### src/rtl/rcc_pkg.sv
package rcc_pkg;

  typedef enum logic {
    MODE_ONES  = 1'b0,
    MODE_EDGES = 1'b1
  } rcc_mode_e;

  // Count event for one accepted bit under the given rule.
  function automatic logic count_event(rcc_mode_e mode, logic cur_bit,
                                       logic prev_bit, logic prev_valid);
    if (mode == MODE_ONES) return cur_bit;
    return prev_valid & (cur_bit ^ prev_bit);
  endfunction

endpackage

### src/rtl/rcc_session_ctrl.sv
module rcc_session_ctrl
  import rcc_pkg::*;
#(
  parameter int SESSION_LEN = 64,
  parameter int CNT_W       = 7
) (
  input  logic      clk,
  input  logic      rst_n,
  input  logic      start_i,
  input  logic      resp_valid_i,
  input  logic      mode_i,
  output rcc_mode_e mode_q,
  output logic      take_o,
  output logic      last_o,
  output logic      done_o
);
  localparam logic [CNT_W-1:0] LAST_IDX = CNT_W'(SESSION_LEN - 1);

  logic             active_q;
  logic [CNT_W-1:0] seen_q;

  assign take_o = active_q & resp_valid_i & ~start_i;
  assign last_o = take_o & (seen_q == LAST_IDX);

  always_ff @(posedge clk) begin
    if (!rst_n) begin
      active_q <= 1'b0;
      done_o   <= 1'b0;
      seen_q   <= '0;
      mode_q   <= MODE_ONES;
    end else if (start_i) begin
      active_q <= 1'b1;
      done_o   <= 1'b0;
      seen_q   <= '0;
      mode_q   <= rcc_mode_e'(mode_i);
    end else if (take_o) begin
      if (last_o) begin
        active_q <= 1'b0;
        done_o   <= 1'b1;
        seen_q   <= '0;
      end else begin
        seen_q <= seen_q + 1'b1;
      end
    end
  end
endmodule

### src/rtl/rcc_event_gen.sv
module rcc_event_gen
  import rcc_pkg::*;
(
  input  logic      clk,
  input  logic      rst_n,
  input  logic      clear_i,
  input  logic      take_i,
  input  logic      bit_i,
  input  rcc_mode_e mode_i,
  output logic      hit_o
);
  logic prev_bit_q;
  logic prev_valid_q;

  assign hit_o = take_i & count_event(mode_i, bit_i, prev_bit_q, prev_valid_q);

  always_ff @(posedge clk) begin
    if (!rst_n || clear_i) begin
      prev_bit_q   <= 1'b0;
      prev_valid_q <= 1'b0;
    end else if (take_i) begin
      prev_bit_q   <= bit_i;
      prev_valid_q <= 1'b1;
    end
  end
endmodule

### src/rtl/rcc_sat_counter.sv
module rcc_sat_counter #(
  parameter int CNT_W = 7
) (
  input  logic             clk,
  input  logic             rst_n,
  input  logic             clear_i,
  input  logic             inc_i,
  output logic [CNT_W-1:0] cnt_o,
  output logic [CNT_W-1:0] cnt_next_o
);
  localparam logic [CNT_W-1:0] CNT_MAX = '1;

  function automatic logic [CNT_W-1:0] sat_step(logic [CNT_W-1:0] v, logic inc);
    if (inc && v != CNT_MAX) return v + 1'b1;
    return v;
  endfunction

  assign cnt_next_o = sat_step(cnt_o, inc_i);

  always_ff @(posedge clk) begin
    if (!rst_n || clear_i) cnt_o <= '0;
    else                   cnt_o <= cnt_next_o;
  end
endmodule

### src/rtl/resp_count_compactor.sv
module resp_count_compactor
  import rcc_pkg::*;
#(
  parameter  int SESSION_LEN = 64,
  localparam int CNT_W       = $clog2(SESSION_LEN + 1)
) (
  input  logic             clk,
  input  logic             rst_n,
  input  logic             start_i,
  input  logic             resp_valid_i,
  input  logic             resp_bit_i,
  input  logic             mode_i,
  input  logic [CNT_W-1:0] golden_i,
  output logic [CNT_W-1:0] sig_o,
  output logic             done_o,
  output logic             pass_o
);
  rcc_mode_e        mode_q;
  logic             take_w;
  logic             last_w;
  logic             hit_w;
  logic [CNT_W-1:0] cnt_next_w;

  rcc_session_ctrl #(.SESSION_LEN(SESSION_LEN), .CNT_W(CNT_W)) ctrl_i (
    .clk(clk), .rst_n(rst_n), .start_i(start_i), .resp_valid_i(resp_valid_i),
    .mode_i(mode_i), .mode_q(mode_q), .take_o(take_w), .last_o(last_w),
    .done_o(done_o)
  );

  rcc_event_gen evt_i (
    .clk(clk), .rst_n(rst_n), .clear_i(start_i), .take_i(take_w),
    .bit_i(resp_bit_i), .mode_i(mode_q), .hit_o(hit_w)
  );

  rcc_sat_counter #(.CNT_W(CNT_W)) cnt_i (
    .clk(clk), .rst_n(rst_n), .clear_i(start_i), .inc_i(hit_w),
    .cnt_o(sig_o), .cnt_next_o(cnt_next_w)
  );

  always_ff @(posedge clk) begin
    if (!rst_n || start_i) pass_o <= 1'b0;
    else if (last_w)       pass_o <= (cnt_next_w == golden_i);
  end
endmodule

### config.mk
export PLATFORM = sky130hd
export DESIGN_NAME = resp_count_compactor
export DESIGN_NICKNAME = d
export VERILOG_FILES = /design/src/rtl/rcc_pkg.sv /design/src/rtl/rcc_session_ctrl.sv /design/src/rtl/rcc_event_gen.sv /design/src/rtl/rcc_sat_counter.sv /design/src/rtl/resp_count_compactor.sv
export SDC_FILE = /design/constraint.sdc
export NUM_CORES = 1
export LEC_CHECK = 0
export ABC_AREA = 1
export CORE_MARGIN = 4
export CORE_UTILIZATION = 35
export DETAILED_ROUTE_END_ITERATION = 12
export DONT_BUFFER_PORTS = 1
export HOLD_SLACK_MARGIN = 0.05
export PLACE_DENSITY_LB_ADDON = 0.08
export SETUP_SLACK_MARGIN = 0.05
export SYNTH_ARGS = -nofsm -noshare
export SYNTH_HDL_FRONTEND = slang
export SYNTH_HIERARCHICAL = 1
export SYNTH_SLANG_ARGS = --single-unit
### constraint.sdc
create_clock -name clk -period 2.4 [get_ports clk]
set_input_delay 0.24 -clock clk [delete_from_list [all_inputs] [get_ports clk]]
set_output_delay 0.24 -clock clk [all_outputs]
set_load 0.01 [all_outputs]
# == After elaboration in Yosys (flattened, before gate mapping) ==
# Cells that the tools add are included.
# word_totals
register_bits,20
in_bits,13
output_inout_bits,9
elab_cells,37
# op_classes
add_sub_neg,2
n_eq_ne,3
n_mux,8
bitwise_logic,8
n_reduce_logical,8
# ops
cell,count
$mux W7,3
$add A7 B1 Y7 const B,2
$eq A7 B6 Y1 const B,1
$eq A7 B7 Y1,1
$ne A7 B7 Y1 const B,1
$and A1 B1 Y1,5
$mux W1,5
$reduce_and A2 Y1,2
$reduce_bool A2 Y1,2
$not A1 Y1,2
$reduce_or A2 Y1,1
$logic_and A1 B1 Y1,1
$logic_not A1 Y1,1
$logic_or A1 B1 Y1,1
$xor A1 B1 Y1,1

# == Longest topological paths before layout ==
# Gate-level depths: netlist of the first run.
# depth
depth_word,8
mapped_depth,19
ltp_nobuf,19

# == By module ==
# The synthesis of the first run kept the hierarchy.
# by_module_without_submodules
module,instances,cells_per_inst,area_per_inst_um2,seq_area_each_um2
rcc_session_ctrl,1,58,442.9,200.2
rcc_sat_counter,1,68,430.4,140.1
resp_count_compactor,1,48,196.4,20.0
rcc_event_gen,1,18,106.4,40.0

# == Worst setup path after synthesis of the first run ==
# Ideal clock, no wire load.
# synth_path
path_type,register to register
startpoint,register ctrl_i.active_q
endpoint,register pass_o
setup_ns,0.064
t_arrival_ns,1.718
required_time_ns,2.336
slack_ns,0.618
path_stages_with_launch,19
n_path_buf,0
period_less_slack_ns,1.782
cell_sequence,dfxtp_1 nand2_1 nor2_4 nand2_1 nor2_2 nand2_1 inv_1 nand2_1 nor2_1 nand3_1 nand2_1 inv_1 nand2_1 nand2_1 nor2_1 nand2_1 nor2_1 nor2_1 nor2_1
# synth_via
elab_chain_cells,7
word_cells_on_any_way,8
cone_classes,1 x eq/ne; 2 x mux; 4 x bitwise; 1 x reduce/logical
# synth_rtl
item,line_no,text
"start, declared",rcc_session_ctrl.sv:19,logic active_q;
"start signal, assigned",rcc_session_ctrl.sv:27,active_q <= 1'b0;
"start signal, assigned",rcc_session_ctrl.sv:32,active_q <= 1'b1;
"start signal, assigned",rcc_session_ctrl.sv:38,active_q <= 1'b0;
$and A1 B1 Y1 (2 in a row),rcc_session_ctrl.sv:22,assign take_o = active_q & resp_valid_i & ~start_i;
via take_w,resp_count_compactor.sv:19,logic take_w;
$and A1 B1 Y1,rcc_event_gen.sv:15,"assign hit_o = take_i & count_event(mode_i, bit_i, prev_bit_q, prev_valid_q);"
via hit_w,resp_count_compactor.sv:21,logic hit_w;
$logic_and A1 B1 Y1,rcc_sat_counter.sv:14,if (inc && v != CNT_MAX) return v + 1'b1;
$mux W1,rcc_sat_counter.sv:14,
$mux W7,rcc_sat_counter.sv:15,return v;
via cnt_next_w[5],resp_count_compactor.sv:22,logic [CNT_W-1:0] cnt_next_w;
$eq A7 B7 Y1,resp_count_compactor.sv:42,else if (last_w) pass_o <= (cnt_next_w == golden_i);
"end signal, assigned",resp_count_compactor.sv:42,
"end, declared",resp_count_compactor.sv:16,output logic pass_o
# The timed path passes the listed nets, and every way through them passes these cells.
# A chain may end at the register's enable or synchronous reset.

# == Final worst setup path of the first run ==
# Ends and elaborated chain as after synthesis.

==> results.sh, run 1 <==
export IMPL_result_of_the_run="complete, no violations"
export IMPL_cp_max_fo=8
export IMPL_placeableCoreArea_um2=3130
export IMPL_fin_nets=214
export IMPL_area_growth_pct=10.1
export IMPL_number_of_max_cap_violations=0
export IMPL_layout_worst_path_cycle_share_pct=82.8
export IMPL_hpwlAfterDp_mm=1.95
export IMPL_timing_slew_headroom_pct=75.1
export IMPL_cts_tree="built"
export IMPL_floorplan_initialDensity_pct=37.6
export IMPL_globalplace_congestion=0.768
export IMPL_cp_cell_sequence="nand2_1, nor2_4, nand2_1, nor2_4, nand2_1, inv_1, nand2_1, nor2_1, nand2_1, nand2_1, nand2_1, nand2_1, nand2_1, nor2_1, nand2_1, nor2_1, nor2_1, nor2_1"
export IMPL_yosys_cell_types_count=22
export IMPL_ctsRootBufferMaster="clkbuf_4"
export IMPL_lkg_pwr_nw=0.601
export IMPL_die_width_um=66.0
export IMPL_route_detailed_wl_per_inst_um=10.0
export IMPL_cpMostUsedCell="nand2_1"
export IMPL_power_per_cell_area_nw_per_um2=447
export IMPL_io_buffer_count=0
export IMPL_insertion_delay_ps=300
export IMPL_dieHeight_um=66.0
export IMPL_synthesis_area_um2=1180
export IMPL_worst_setup_path_end_kind="flop"
export IMPL_io_pins=22
export IMPL_fraction_of_final_layout_cells_sized_beyond_drive_strength_1_pct=8.59
export IMPL_total_drc_errors_in_the_routed_layout=0
export IMPL_drtIter0Drc=39
export IMPL_hold_viol_final=0
export IMPL_setup_viol=0
export IMPL_report_power_total_uw=578
export IMPL_fin_skew_ps=7.08
export IMPL_cts_sink_count=20
export IMPL_cp_data_arrival_time_ps=2230
export IMPL_avg_vias_per_cell=4.47
export IMPL_synth_yosys_seq_area_share_pct=34.0
export IMPL_grt_pass1_vias=1019
export IMPL_ys_warn_count=6
export IMPL_cpMaxStageDelayCell="dfxtp_1"
export IMPL_total_die_area_um2=4350
export IMPL_clk_pin_slew_worst_paths_ps=120
export IMPL_via_count=1082
export IMPL_max_clock_freq_ghz=0.503
export IMPL_synth_seq_cells=20
export IMPL_synthCells=192
export IMPL_timing_critical_path_slowest_cell_delay_ps=380
export IMPL_post_route_util_pct=41.4
export IMPL_setup_repair_after_global_routing_missed_its_margin="no"
export IMPL_crit_type="reg -> reg"
export IMPL_clk_path_buf_depth=2
export IMPL_antenna_cells_inserted=0
export IMPL_drt_total_wl_mm=2.42
export IMPL_count_of_pins_over_their_slew_limit=0
export IMPL_drt_pre_antenna_iters=4
export IMPL_antenna_left=0
export IMPL_grt_total_usage_pct=12.3
export IMPL_worstHoldPathType="in -> reg"
export IMPL_synth_area_per_cell_um2=6.13
export IMPL_clock_tree_htree_level_count=1
export IMPL_grt_first_pass_wirelength_mm=4.22
export IMPL_worst_setup_path_start_kind="flop"
export IMPL_finalCriticalPeriod_ps=1990
export IMPL_setup_tns_final_ps=0
export IMPL_cp_data_required_time_ps=2650
export IMPL_slew_at_the_pin_with_the_worst_max_slew_slack_ps=373
export IMPL_antenna_violations_before_repair=0
export IMPL_grt_start_max_net_pins=12
export IMPL_peakVddDrop_uv=227
export IMPL_tritoncts_num_buffers=3
export IMPL_floorplan_rows=20
export IMPL_nFillCells=339
export IMPL_postSynthNetCount=207
export IMPL_grt_ovfl_total=0
## final timing paths
path / end / slack (ps) / cells past startpoint / start
worst min register to register: evt_i/prev_valid_q$_SDFFE_PP0P_ / 470 / 2 / evt_i/prev_valid_q$_SDFFE_PP0P_
worst max-delay path: pass_o$_SDFFE_PP0P_ / 410 / 18 / ctrl_i/active_q$_SDFFE_PN0P_
worst min-delay path: ctrl_i/mode_q$_SDFFE_PN0P_ / 60 / 2 / mode_i
worst max register to register: pass_o$_SDFFE_PP0P_ / 410 / 18 / ctrl_i/active_q$_SDFFE_PN0P_
## where the power goes
group	switching [mW]	total, mW	internal [mW]
Combinational	0.0229	0.0377	0.0148
Clock	0.109	0.202	0.0925
Sequential	0.00339	0.339	0.336
## final cells by class
class	instances	area, um^2	area share (%)
flip-flops and latches	20	400	30.9
clock buffers	4	36.3	2.80
well taps	44	55.1	4.25
inverters	42	158	12.2
multi-input cells	130	626	48.3
repair buffers	2	20.0	1.55
## synth_stat cells
master / n / area, um^2
a21oi_1: 7 / 35.0
dfxtp_1: 20 / 400
ha_1: 2 / 25.0
inv_1: 39 / 146
inv_2: 3 / 11.3
nand2_1: 62 / 233
nand2_2: 2 / 12.5
nand2_4: 1 / 11.3
nand3_1: 10 / 50.1
nand3_2: 1 / 10.0
nand4_1: 1 / 6.26
nor2_1: 26 / 97.6
nor2_2: 2 / 12.5
nor2_4: 2 / 22.5
o211ai_1: 2 / 15.0
o21a_1: 1 / 7.51
o21ai_0: 3 / 15.0
o21ai_1: 1 / 5.00
o21ai_2: 1 / 8.76
o21bai_1: 1 / 7.51
xnor2_1: 2 / 17.5
xor2_1: 3 / 26.3
## registers in the layout (all words and copies together) (netlist names)
register,flops
pass_o,1
evt_i/prev_bit_q,1
ctrl_i/done_o,1
cnt_i/cnt_o,7
ctrl_i/active_q,1
ctrl_i/seen_q,7
evt_i/prev_valid_q,1
ctrl_i/mode_q,1
## stage by stage
stage	cell area, um^2	hold WS [ps]	worst slack, ps	instances
floorplan	1180	366	618	192
global placement	1230	384	373	236
detailed placement	1230	382	351	236
CTS	1280	52.8	304	241
global route	1290	63.4	64.2	242
finish	1290	62.1	413	242
## metal layers
layer  vias to the layer above  share of wire [%]  global-route usage (%)
met1                       473                 45                    15.2
li1                        584                  -                       -
met4                         0               0.87                    4.57
met2                        23                 48                    20.9
met5                         -                  0                       0
met3                         2                6.0                    2.38
## critical path, delay by kind of cell, from the launching register on
| family | cells | cell delay [ps] |
|---|---|---|
| buf+inv | 1 | 60 |
| flops | 1 | 380 |
| simple gates | 17 | 1480 |
## cell usage in the layout (no fill, tap or decap), drive strengths merged
| master | count |
|---|---|
| dfxtp | 20 |
| clkbuf | 4 |
| nor2 | 30 |
| nand2 | 65 |
| inv | 42 |
| xnor2 | 2 |
| ha | 2 |
| a21oi | 7 |
| o21bai | 1 |
| o21ai | 5 |
| xor2 | 3 |
| nand4 | 1 |
| nand3 | 11 |
| o21a | 1 |
| o211ai | 2 |
| dlygate4sd3 | 2 |
## what timing repair did
item                                    4_1_cts  5_1_grt
gates resized for setup                       0        2
hold buffers                                  1        1
endpoints found under the setup margin        0        1
endpoints found under the hold margin         1        1
buffers inserted                              0        0
## cells by family after synthesis
family,count (synthesis),share of synthesized area [%]
AO/OA/AOI/OAI,16,7.98
flip-flops,20,34.0
XOR/XNOR,5,3.72
buffers and inverters,42,13.4
AND/OR/NAND/NOR,107,38.7
adder cells (fa/ha/maj),2,2.13
(Power assumes the default switching activity.)
==> run 2: changes to the inputs <==
==> constraint.sdc (replaced) <==
create_clock -name clk -period 2.05 [get_ports clk]
set_input_delay 0.205 -clock clk [delete_from_list [all_inputs] [get_ports clk]]
set_output_delay 0.205 -clock clk [all_outputs]
set_load 0.01 [all_outputs]
==> run 2 against run 1 <==
  * Count of clock-buffer cells in the layout is the same
  * Sequential share of layout area fell by 1.7 points
  * Maximum frequency increased by 12%
  * Hold slack better by 8.1 ps
  * Critical endpoint unchanged
  * First-iteration DRC count grew 18%
  * Global-route usage rose by 0.95 points
  * Total power up 19%
  * Via count rose by 3.3%
  * Die area unchanged
  * Sequential power is 17% higher
  * Final area increased by 6.6%
==> results.sh, run 2 (same netlist as run 1, synthesis figures left out) <==
export IMPL_result_of_the_run="complete, no violations"
export IMPL_sequential_cell_area_um2=403
export IMPL_max_clock_freq_ghz=0.563
export IMPL_grt_pass1_vias=1083
export IMPL_finalCriticalPeriod_ps=1770
export IMPL_grt_start_max_net_pins=12
export IMPL_count_of_pins_over_their_slew_limit=0
export IMPL_globalplace_congestion=0.813
export IMPL_crit_type="reg -> reg"
export IMPL_grt_ovfl_total=0
export IMPL_grt_total_usage_pct=13.2
export IMPL_layout_worst_path_cycle_share_pct=86.6
export IMPL_clk_path_buf_depth=2
export IMPL_area_growth_pct=17.3
export IMPL_placeableCoreArea_um2=3130
export IMPL_total_drc_errors_in_the_routed_layout=0
export IMPL_nFillCells=354
export IMPL_cp_data_arrival_time_ps=2030
export IMPL_clk_pin_slew_worst_paths_ps=120
export IMPL_insertion_delay_ps=300
export IMPL_worst_setup_path_end_kind="flop"
export IMPL_fin_skew_ps=1.67
export IMPL_crit_path_buffers_inverters=4
export IMPL_post_place_ws_ps=153
export IMPL_antenna_cells_inserted=0
export IMPL_most_common_cell_after_layout_fill_and_taps_aside="nand2_1"
export IMPL_grt_first_pass_wirelength_mm=4.52
export IMPL_cts_sink_count=20
export IMPL_slew_at_the_pin_with_the_worst_max_slew_slack_ps=353
export IMPL_via_count=1118
export IMPL_postLayoutCellArea_um2=1380
export IMPL_antenna_violations_before_repair=0
export IMPL_floorplan_initialDensity_pct=37.6
export IMPL_ctsRootBufferMaster="clkbuf_4"
export IMPL_drtIter0Drc=46
export IMPL_route_detailed_wl_per_inst_um=10.1
export IMPL_timing_critical_path_slowest_cell_delay_ps=350
export IMPL_power_per_cell_area_nw_per_um2=499
export IMPL_setup_repair_after_global_routing_missed_its_margin="no"
export IMPL_cpMostUsedCell="nand2_1"
export IMPL_placement_cell_area_um2=1270
export IMPL_cp_data_required_time_ps=2300
export IMPL_cpMaxStageDelayCell="dfxtp_2"
export IMPL_cp_max_fo=5
export IMPL_cp_top_family="simple AND/OR/NAND/NOR gates"
export IMPL_total_die_area_um2=4350
export IMPL_setup_tns_final_ps=0
export IMPL_tritoncts_num_buffers=3
export IMPL_io_pins=22
export IMPL_avg_vias_per_cell=4.44
export IMPL_timing_slew_headroom_pct=76.4
export IMPL_number_of_max_cap_violations=0
export IMPL_drt_total_wl_mm=2.55
export IMPL_hpwlAfterDp_mm=2.01
export IMPL_drt_pre_antenna_iters=5
export IMPL_fin_nets=224
export IMPL_worst_setup_path_start_kind="flop"
export IMPL_lkg_pwr_nw=0.657
export IMPL_layout_setup_ws_ps=275
export IMPL_dieHeight_um=66.0
export IMPL_layout_common_cells="nand2_1, inv_1, nor2_1"
export IMPL_die_width_um=66.0
export IMPL_layout_top_registers="cnt_i/cnt_o: 7 flops, ctrl_i/seen_q: 7 flops"
export IMPL_hold_viol_final=0
export IMPL_worstHoldPathType="in -> reg"
export IMPL_io_buffer_count=0
export IMPL_cp_cell_sequence="nand2_1, nor2_4, nand2_1, nor2_4, buf_4, buf_4, nand2_4, nand2_1, o21ai_1, inv_1, inv_1, nand2_1, nand2_1, nor2_1, nand2_1, nor2_1, nor2_1, nor2_1"
export IMPL_report_power_total_uw=688
export IMPL_cts_tree="built"
export IMPL_multi_input_area_um2=626
export IMPL_antenna_left=0
export IMPL_clock_tree_htree_level_count=1
export IMPL_setup_viol=0
export IMPL_fraction_of_final_layout_cells_sized_beyond_drive_strength_1_pct=12.5
export IMPL_peakVddDrop_uv=260
export IMPL_floorplan_rows=20
==> run 2: through the flow <==
| stage | utilization (%) | std cells | hold WS (ps) |
|---|---|---|---|
| CTS | 43.3 | 250 | 60.3 |
| floorplan | - | 192 | 331 |
| global route | 44.1 | 252 | 74.1 |
| finish | 44.1 | 252 | 70.2 |
| global placement | 40.6 | 241 | 346 |
| detailed placement | 40.6 | 241 | 355 |
==> run 2: area by class of cell <==
class / instances / share of cell area (%)
clock buffers: 4 / 2.63
flip-flops and latches: 20 / 29.2
multi-input cells: 130 / 45.3
inverters: 42 / 11.4
well taps: 44 / 3.99
repair buffers: 12 / 7.43
==> run 2: worst register-to-register path: stages (launching register included) <==
cell	delay [ps]
dfxtp_2	350
nand2_1	90
nor2_4	90
nand2_1	90
nor2_4	100
buf_4	120
buf_4	110
nand2_4	60
nand2_1	60
o21ai_1	80
inv_1	80
inv_1	40
nand2_1	40
nand2_1	40
nor2_1	110
nand2_1	50
nor2_1	100
nor2_1	50
nor2_1	70
==> run 2: final timing paths <==
check,slack (ps),start,endpoint,cells after the start
max,280,ctrl_i/active_q$_SDFFE_PN0P_,pass_o$_SDFFE_PP0P_,18
min,70,start_i,pass_o$_SDFFE_PP0P_,3
max reg2reg,280,ctrl_i/active_q$_SDFFE_PN0P_,pass_o$_SDFFE_PP0P_,18
min reg2reg,470,evt_i/prev_valid_q$_SDFFE_PP0P_,evt_i/prev_valid_q$_SDFFE_PP0P_,2
==> run 2: power breakdown <==
group,internal (mW),switching [mW],total (mW)
logic,0.0230,0.0299,0.0529
clock network,0.108,0.130,0.239
registers,0.394,0.00317,0.397
total,0.525,0.163,0.688
==> run 2: timing repair <==
action,CTS,global route
gates resized for setup,0,4
setup buffers,0,2
endpoints found under the hold margin,5,0
hold buffers,5,0
endpoints found under the setup margin,0,1
==> run 2: metal layers <==
metal  up-vias  GRT usage [%]  routed length, um
met5         -              0                  0
met4         0           4.57                 30
met3         4           3.06                177
met2        19           22.8               1220
met1       489           16.0               1120
li1        606              -                  -
==> run 3: changes to the inputs <==
==> constraint.sdc (replaced) <==
create_clock -name clk -period 1.86 [get_ports clk]
set_input_delay 0.186 -clock clk [delete_from_list [all_inputs] [get_ports clk]]
set_output_delay 0.186 -clock clk [all_outputs]
set_load 0.01 [all_outputs]
==> run 3 against run 2 <==
  * Wire length rose by 1.4%
  * Global-route usage rose by 0.17 points
  * Total power rose by 9.8%
  * Clock skew rose by 3.8 ps
  * Worst setup slack got worse by 160 ps
  * Non-clock buffer count rose by 4
  * Highest routed layer unchanged
==> results.sh, run 3 (same netlist as run 1, synthesis figures left out) <==
export IMPL_tritoncts_num_buffers=3
export IMPL_layout_top_registers="cnt_i/cnt_o: 7 flops, ctrl_i/seen_q: 7 flops"
export IMPL_grt_start_max_net_pins=12
export IMPL_result_of_the_run="complete, no violations"
export IMPL_grt_total_usage_pct=13.4
export IMPL_die_width_um=66.0
export IMPL_clk_pin_slew_worst_paths_ps=120
export IMPL_slew_at_the_pin_with_the_worst_max_slew_slack_ps=286
export IMPL_via_count=1127
export IMPL_setup_viol=0
export IMPL_peakVddDrop_uv=250
export IMPL_cts_tree="built"
export IMPL_timing_critical_path_slowest_cell_delay_ps=360
export IMPL_fraction_of_final_layout_cells_sized_beyond_drive_strength_1_pct=17.0
export IMPL_floorplan_rows=20
export IMPL_route_detailed_wl_per_inst_um=10.1
export IMPL_finish_cell_count_without_fillers=256
export IMPL_fin_nets=228
export IMPL_clk_path_buf_depth=2
export IMPL_antenna_left=0
export IMPL_dieHeight_um=66.0
export IMPL_dpl_cell_count=245
export IMPL_clock_tree_htree_level_count=1
export IMPL_cts_sink_count=20
export IMPL_crit_type="reg -> reg"
export IMPL_number_of_max_cap_violations=0
export IMPL_antenna_violations_before_repair=0
export IMPL_cp_data_required_time_ps=2100
export IMPL_layout_common_cells="nand2_1, inv_1, nor2_1"
export IMPL_count_of_pins_over_their_slew_limit=0
export IMPL_grt_first_pass_wirelength_mm=4.60
export IMPL_io_pins=22
export IMPL_placement_cell_area_um2=1300
export IMPL_grt_ovfl_total=0
export IMPL_drt_pre_antenna_iters=4
export IMPL_globalplace_congestion=0.796
export IMPL_cpMostUsedCell="nor2_1"
export IMPL_setup_repair_after_global_routing_missed_its_margin="yes"
export IMPL_cpMaxStageDelayCell="dfxtp_2"
export IMPL_area_growth_pct=21.7
export IMPL_max_clock_freq_ghz=0.573
export IMPL_grt_pass1_vias=1091
export IMPL_hold_viol_final=0
export IMPL_cp_top_family="simple AND/OR/NAND/NOR gates"
export IMPL_io_buffer_count=0
export IMPL_worst_setup_path_end_kind="flop"
export IMPL_sequential_cell_area_um2=404
export IMPL_total_drc_errors_in_the_routed_layout=0
export IMPL_most_common_cell_after_layout_fill_and_taps_aside="nand2_1"
export IMPL_drtIter0Drc=33
export IMPL_floorplan_initialDensity_pct=37.6
export IMPL_finalCriticalPeriod_ps=1750
export IMPL_drt_total_wl_mm=2.58
export IMPL_lkg_pwr_nw=0.671
export IMPL_layout_worst_path_cycle_share_pct=93.9
export IMPL_postLayoutCellArea_um2=1430
export IMPL_power_per_cell_area_nw_per_um2=528
export IMPL_worst_setup_path_start_kind="flop"
export IMPL_crit_path_buffers_inverters=2
export IMPL_antenna_cells_inserted=0
export IMPL_total_die_area_um2=4350
export IMPL_cp_max_fo=4
export IMPL_nFillCells=351
export IMPL_ctsRootBufferMaster="clkbuf_4"
export IMPL_placeableCoreArea_um2=3130
export IMPL_avg_vias_per_cell=4.40
export IMPL_multi_input_area_um2=643
export IMPL_fin_skew_ps=5.44
export IMPL_cp_data_arrival_time_ps=1990
export IMPL_timing_slew_headroom_pct=80.9
export IMPL_worstHoldPathType="in -> reg"
export IMPL_hpwlAfterDp_mm=2.03
export IMPL_insertion_delay_ps=300
export IMPL_cp_cell_sequence="nand2_2, nor2_4, nand2_2, nor2_4, buf_4, nand2_1, o21bai_1, nand2_1, inv_1, nor2_1, nor2_1, nand2_1, nor2_1, nor2_1, nor2_1"
[run 3: cell count changes in the layout (fill, tap and decap cells not counted)]
cell | before | now
buf_4 | 7 | 10
dfxtp_1 | 18 | 17
dfxtp_2 | 2 | 3
dlygate4sd3_1 | 5 | 6
ha_1 | 2 | 1
ha_2 | 0 | 1
nand2_1 | 62 | 59
nand2_2 | 2 | 5
nand3_1 | 10 | 9
nand3_2 | 1 | 2
nor2_1 | 25 | 24
nor2_2 | 2 | 3
[run 3: final timing paths]
| check | from | end | slack [ps] | cells after the start |
|---|---|---|---|---|
| hold reg to reg | evt_i/prev_valid_q$_SDFFE_PP0P_ | evt_i/prev_valid_q$_SDFFE_PP0P_ | 470 | 2 |
| hold / removal | start_i | pass_o$_SDFFE_PP0P_ | 70 | 3 |
| setup / recovery | ctrl_i/active_q$_SDFFE_PN0P_ | pass_o$_SDFFE_PP0P_ | 110 | 15 |
| setup reg to reg | ctrl_i/active_q$_SDFFE_PN0P_ | pass_o$_SDFFE_PP0P_ | 110 | 15 |
[run 3: per-stage QoR]
stage | setup TNS (ps) | total power [mW] | hold slack (ps) | util (%) | setup WS, ps
2_1_floorplan | 0 | 0.483 | 312 | - | 78.5
3_3_place_gp | 0 | 0.496 | 328 | 41.5 | 47.5
3_5_place_dp | -4.07 | 0.496 | 331 | 41.5 | -4.07
4_1_cts | 0 | 0.775 | 61.1 | 45.4 | 55.0
5_1_grt | -113 | 0.800 | 58.1 | 45.8 | -113
6_report | 0 | 0.755 | 74.0 | 45.8 | 114
[run 3: worst register-to-register path, cell delays in order (launching register included)]
cell and delay (ps):
dfxtp_2 360, nand2_2 70, nor2_4 90, nand2_2 70
nor2_4 130, buf_4 130, nand2_1 50, o21bai_1 150
nand2_1 100, inv_1 80, nor2_1 40, nor2_1 130
nand2_1 70, nor2_1 100, nor2_1 50, nor2_1 70
[run 3: per-layer routing]
layer / up-vias / global-route usage (%) / wire length, um
li1: 608 / - / -
met1: 494 / 15.6 / 1130
met2: 23 / 24.3 / 1260
met3: 2 / 2.55 / 172
met4: 0 / 4.57 / 18
met5: - / 0 / 0
[run 3: timing repair]
item | in CTS | in global routing
setup endpoints to repair | 1 | 1
pin swaps | 5 | 3
hold endpoints to repair | 5 | 0
buffers inserted | 1 | 0
resized for setup | 7 | 4
hold buffers | 6 | 0
[run 3: where the power goes]
part / internal [mW] / switching [mW]
Sequential: 0.434 / 0.00360
Combinational: 0.0292 / 0.0360
Clock: 0.119 / 0.134
Total: 0.582 / 0.173
[run 3: area by class of cell]
class                           instances  share of cell area [%]
Multi-Input combinational cell        130                    44.9
Inverter                               42                    11.0
Timing Repair Buffer                   16                    9.44
Clock buffer                            4                    2.53
Tap cell                               44                    3.85
Sequential cell                        20                    28.2
